==> config.mk <==
export PLATFORM = sky130hd
export DESIGN_NAME = bb_term_decode
export DESIGN_NICKNAME = d
export VERILOG_FILES = /design/src/rtl/bb_pkg.sv /design/src/rtl/bb_term_decode.sv
export SDC_FILE = /design/constraint.sdc
export NUM_CORES = 1
export LEC_CHECK = 0
export BUFFER_PORTS_ARGS = -buffer_cell sky130_fd_sc_hd__buf_2
export CORE_AREA = 2 2 39 41
export DETAILED_ROUTE_END_ITERATION = 10
export DIE_AREA = 0 0 41 43
export PLACE_DENSITY_LB_ADDON = 0.12
export SYNTH_ARGS = -nofsm -noshare
export SYNTH_HDL_FRONTEND = slang
export SYNTH_SLANG_ARGS = --single-unit
==> constraint.sdc <==
create_clock -name vclk -period 1.4
set_clock_uncertainty 0.1 [all_clocks]
set_input_delay 0.28 -clock vclk [all_inputs]
set_output_delay 0.28 -clock vclk [all_outputs]
set_load 0.05 [all_outputs]
==> src/rtl/bb_pkg.sv <==
package bb_pkg;
  typedef enum logic [1:0] {ST_IDLE, ST_BUILD, ST_READY} bld_state_e;

  localparam logic [6:0] OPC_LOAD     = 7'h03;
  localparam logic [6:0] OPC_MISC_MEM = 7'h0F;
  localparam logic [6:0] OPC_OP_IMM   = 7'h13;
  localparam logic [6:0] OPC_AUIPC    = 7'h17;
  localparam logic [6:0] OPC_OP_IMM32 = 7'h1B;
  localparam logic [6:0] OPC_STORE    = 7'h23;
  localparam logic [6:0] OPC_OP       = 7'h33;
  localparam logic [6:0] OPC_LUI      = 7'h37;
  localparam logic [6:0] OPC_OP32     = 7'h3B;
endpackage

==> src/rtl/bb_term_decode.sv <==
module bb_term_decode
  import bb_pkg::*;
(
  input  logic [31:0] instr_i,
  output logic        len4_o,
  output logic        term_o
);
  logic       use_rd, use_rs1, use_rs2, plain_op;
  logic       term32, term16;
  logic [2:0] cf3;

  always_comb begin
    use_rd   = 1'b0;
    use_rs1  = 1'b0;
    use_rs2  = 1'b0;
    plain_op = 1'b1;
    case (instr_i[6:0])
      OPC_LUI, OPC_AUIPC:              use_rd = 1'b1;
      OPC_OP_IMM, OPC_OP_IMM32, OPC_LOAD: begin
        use_rd  = 1'b1;
        use_rs1 = 1'b1;
      end
      OPC_OP, OPC_OP32: begin
        use_rd  = 1'b1;
        use_rs1 = 1'b1;
        use_rs2 = 1'b1;
      end
      OPC_STORE: begin
        use_rs1 = 1'b1;
        use_rs2 = 1'b1;
      end
      OPC_MISC_MEM: ;
      default: plain_op = 1'b0;  // control flow, system, custom, unimplemented
    endcase
    term32 = !plain_op | (use_rd & instr_i[11]) | (use_rs1 & instr_i[19])
           | (use_rs2 & instr_i[24]);
  end

  always_comb begin
    cf3 = instr_i[15:13];
    case (instr_i[1:0])
      2'b00:   term16 = (instr_i[15:0] == 16'h0) | (cf3 == 3'b001)
                      | (cf3 == 3'b100) | (cf3 == 3'b101);
      2'b01:   term16 = (cf3 == 3'b101) | (cf3 == 3'b110) | (cf3 == 3'b111);
      2'b10:   term16 = (cf3 == 3'b001) | (cf3 == 3'b101)
                      | ((cf3 == 3'b100) && (instr_i[6:2] == 5'd0));
      default: term16 = 1'b0;
    endcase
  end

  assign len4_o = &instr_i[1:0];
  assign term_o = len4_o ? term32 : term16;
endmodule

== After elaboration in Yosys (flattened, before gate mapping) ==
Index checks and enable logic that the tools add are counted.

* Flip-flop bits (word level): 0

* Bitwise logic cells: 13
* Reductions and logical operators: 10
* Multiplexer cells: 6
* Eq/ne operators: 16

{| class="wikitable"
|+ Operators with widths
! kind !! count
|-
| $eq 7x6->1 const B || 4
|-
| $eq 7x5->1 const B || 3
|-
| $logic_not 16->1 || 1
|-
| $eq 3x3->1 const B || 4
|-
| $or 1x1->1 || 10
|-
| $reduce_or 9->1 || 1
|-
| $eq 7x2->1 const B || 1
|-
| $eq 7x4->1 const B || 1
|-
| $reduce_or 7->1 || 1
|-
| $reduce_or 6->1 || 1
|-
| $logic_not 5->1 || 1
|-
| $mux 1 || 5
|-
| $and 1x1->1 || 3
|-
| $eq 3x1->1 const B || 1
|-
| $pmux 1 s3 || 1
|-
| $reduce_or 3->1 || 1
|-
| $eq 2x1->1 const B || 1
|-
| $eq 2x2->1 const B || 1
|-
| $logic_not 2->1 || 1
|-
| $reduce_and 2->1 || 1
|-
| $logic_and 1x1->1 || 1
|-
| $logic_not 1->1 || 1
|}

== Logic depth before layout (Yosys ltp) ==
* Depth after elaboration: 8
* Depth in mapped cells: 4
* Gate-level depth less buffers: 4

== Worst setup path before layout ==
No wires, ideal clock.

* Path type: input to output
* Start point: in instr_i[8]
* End point: out term_o
* Cell stages on the path: 4
* Arrival: 1799 ps
* Slack: -779 ps
* Buffers on the path: 0
* Cells stage by stage: or4_1 nor4_2 o31ai_1 o22ai_1

* Cells in the longest elaborated chain, start to end: 6

{| class="wikitable"
|+ Ends and longest elaborated chain
! item !! RTL line !! source
|-
| start: declaration || bb_term_decode.sv:4 || <nowiki>input logic [31:0] instr_i,</nowiki>
|-
| $logic_not 16->1 || bb_term_decode.sv:42 || <nowiki>2'b00: term16 = (instr_i[15:0] == 16'h0) | (cf3 == 3'b001)</nowiki>
|-
| $or 1x1->1 || bb_term_decode.sv:42 ||
|-
| $or 1x1->1 (2 in a row) || bb_term_decode.sv:43 || <nowiki>| (cf3 == 3'b100) | (cf3 == 3'b101);</nowiki>
|-
| $pmux 1 s3 || bb_term_decode.sv:41 || <nowiki>case (instr_i[1:0])</nowiki>
|-
| $mux 1 || bb_term_decode.sv:52 || <nowiki>assign term_o = len4_o ? term32 : term16;</nowiki>
|-
| end: declaration || bb_term_decode.sv:6 || <nowiki>output logic term_o</nowiki>
|}

Every way passes these cells.

== Final worst setup path ==
Ends and elaborated chain as after synthesis.

==> out/qor.txt <==
status: finished with violations
failing checks: negative setup slack
Layout area overhead: 157%
final hold vios: 0
shortest period the worst path allows: 1880 ps
DR DRC count: 0
Critical path buffers and inverters: 2
pwr/cell area: 333 mW/mm2
nets: 77
Antenna Nets Post-Route: 0
TritonRoute pass-1 iters: 1
die width: 41 um
1st-iter DRT viols: 0
# IOs: 34
DRT Wirelength: 493 um
Crit Path Category: in -> out
nature of the critical path startpoint: primary input
Multi-input gate area: 146 um2
ant diodes: 0
Tightest Pin Transition: 275 ps
fin. max-slew vios: 0
Slowest Stage Delay on Critical Path: 530 ps
critical path required time: 1020 ps
post-detail-place hpwl: 436 um
crit path from: instr_i[8]
Levels on crit path: 6
endpoint type of the worst setup path: output pin
RD Place Congestion: 0.586
fmax: 0.532 GHz
RSZ-0062 raised after global routing: true
end point of the critical path: term_o
pin count of the biggest net entering global routing: 5
sequential share of power: 0%
LEAKAGE: 0.156 nW
most frequent CP cell: buf_6
Syn Std Cell Area: 123 um2
Reg area: 0 um2
Vias/cell: 3.90
Power Total: 105 uW
FFs & Latches: 0
final setup violating endpoints: 1
slew margin rel.: 81.5%
row count: 14
worst-path cell chain: buf_6 -> or4_4 -> nor4_4 -> o31ai_2 -> o22ai_4 -> buf_6
number of global-route vias before repair: 224
WL/cell: 8.36 um
clkbuf count: 0
final worst slack: -479 ps
Clk network pwr share: 0%
Fill cells: 163
Starting Density: 8.86%
input/output buffers: 20
share of layout cells above drive strength 1: 62.8%
antenna violations before repair: 0
Syn Nets: 52
Yosys warning count: 0
Peak VDD IR: 0.136 mV
core area: 0.00138 mm2
Period Utilization, post-route: 134%
synthesized area per cell: 6.13 um2
Hold Crit Class: in -> out
Tot GR Track Use: 6.19%
post-synthesis sequential area ratio: 0%
Net Sw Frac: 49.7%
crit path DAT: 1500 ps
Die Y: 43 um
Core Util, Final: 22.8%
total congestion overflow: 0
unique cell type count in the Yosys netlist: 14
post-synthesis cell count: 20
CP max FO: 1
combinational group share of total power: 100.0%
Power Internal: 52.7 uW
die area: 0.00176 mm2
crit path max-delay cell type: or4_4
vias after detailed routing: 230
Top delay family on crit path: simple AND/OR/NAND/NOR gates
max-cap violation count: 0
Psw: 52.2 uW
global-route wire length before repair: 828 um
-- kinds of logic (layout without fill, tap and decap cells) --
kind of cell    count (synthesis)  in the layout  share of synthesized area (%)
mux                             1              1                           8.16
compound gates                  8              8                           44.9
simple gates                    9              9                           40.8
buf+inv                         2             25                           6.12
-- layout make-up --
type / instances / area share (%)
Inverter: 2 / 2.38
Timing Repair Buffer: 23 / 44.8
Tap cell: 16 / 6.35
Multi-Input combinational cell: 18 / 46.4
-- through the flow --
step / TNS (ps) / std cells / setup WS [ps] / cell area [um2] / hold slack [ps]
3_5_place_dp: -645 / 59 / -645 / 279 / 954
5_1_grt: -526 / 59 / -526 / 315 / 937
4_1_cts: -503 / 59 / -503 / 315 / 920
6_report: -479 / 59 / -479 / 315 / 916
3_3_place_gp: -617 / 59 / -617 / 279 / 963
2_1_floorplan: -392 / 20 / -392 / 136 / 698
-- routing by layer --
metal / track usage (%) / routed length, um / vias to the layer above
li1: - / - / 124
met1: 9.18 / 211 / 92
met2: 10.3 / 203 / 14
met3: 0 / 79 / 0
met4: 0 / 0 / 0
met5: 0 / 0 / -
-- synth_stat cells, drive strengths merged --
cell | instances | area, um2
a2bb2oi | 1 | 8.76
nand2b | 1 | 6.26
nor2 | 3 | 11.3
inv | 2 | 7.51
o31ai | 1 | 7.51
mux2i | 1 | 10.0
a211oi | 1 | 7.51
nor3 | 1 | 5.00
nand2 | 2 | 7.51
or4 | 1 | 7.51
o2bb2ai | 1 | 8.76
o22ai | 2 | 12.5
nor4 | 1 | 12.5
a21oi | 2 | 10.0
-- cells in the final DEF (no fill, tap or decap) --
cell type / count
a2bb2oi_1: 1
nand2b_1: 1
or4_4: 1
buf_2: 17
mux2i_1: 1
a211oi_1: 1
o31ai_2: 1
nor2_1: 3
buf_4: 3
nor3_1: 1
inv_1: 2
o22ai_4: 1
a21oi_1: 2
buf_6: 3
o22ai_1: 1
o2bb2ai_1: 1
nand2_1: 2
nor4_4: 1
-- how the worst min path moves through the flow --
stage	end	startpoint	slack [ps]	cells past startpoint
detailed placement	len4_o	instr_i[0]	950	4
global route	term_o	instr_i[14]	940	5
finish	term_o	instr_i[14]	920	5
global placement	len4_o	instr_i[0]	960	4
floorplan	term_o	instr_i[1]	700	2
CTS	term_o	instr_i[14]	920	5
-- timing repair --
item	4_1_cts	5_1_grt
buffers inserted	0	0
hold buffers	0	0
endpoints found under the setup margin	1	1
gates resized for setup	7	0
-- power by group through the flow --
stage	clock network, mW	logic, mW	registers [mW]
detailed placement	0	0.0925	0
global route	0	0.114	0
floorplan	0	0.0471	0
CTS	0	0.106	0
finish	0	0.105	0
global placement	0	0.0941	0
No activity file was read; power rests on OpenSTA's default activity.
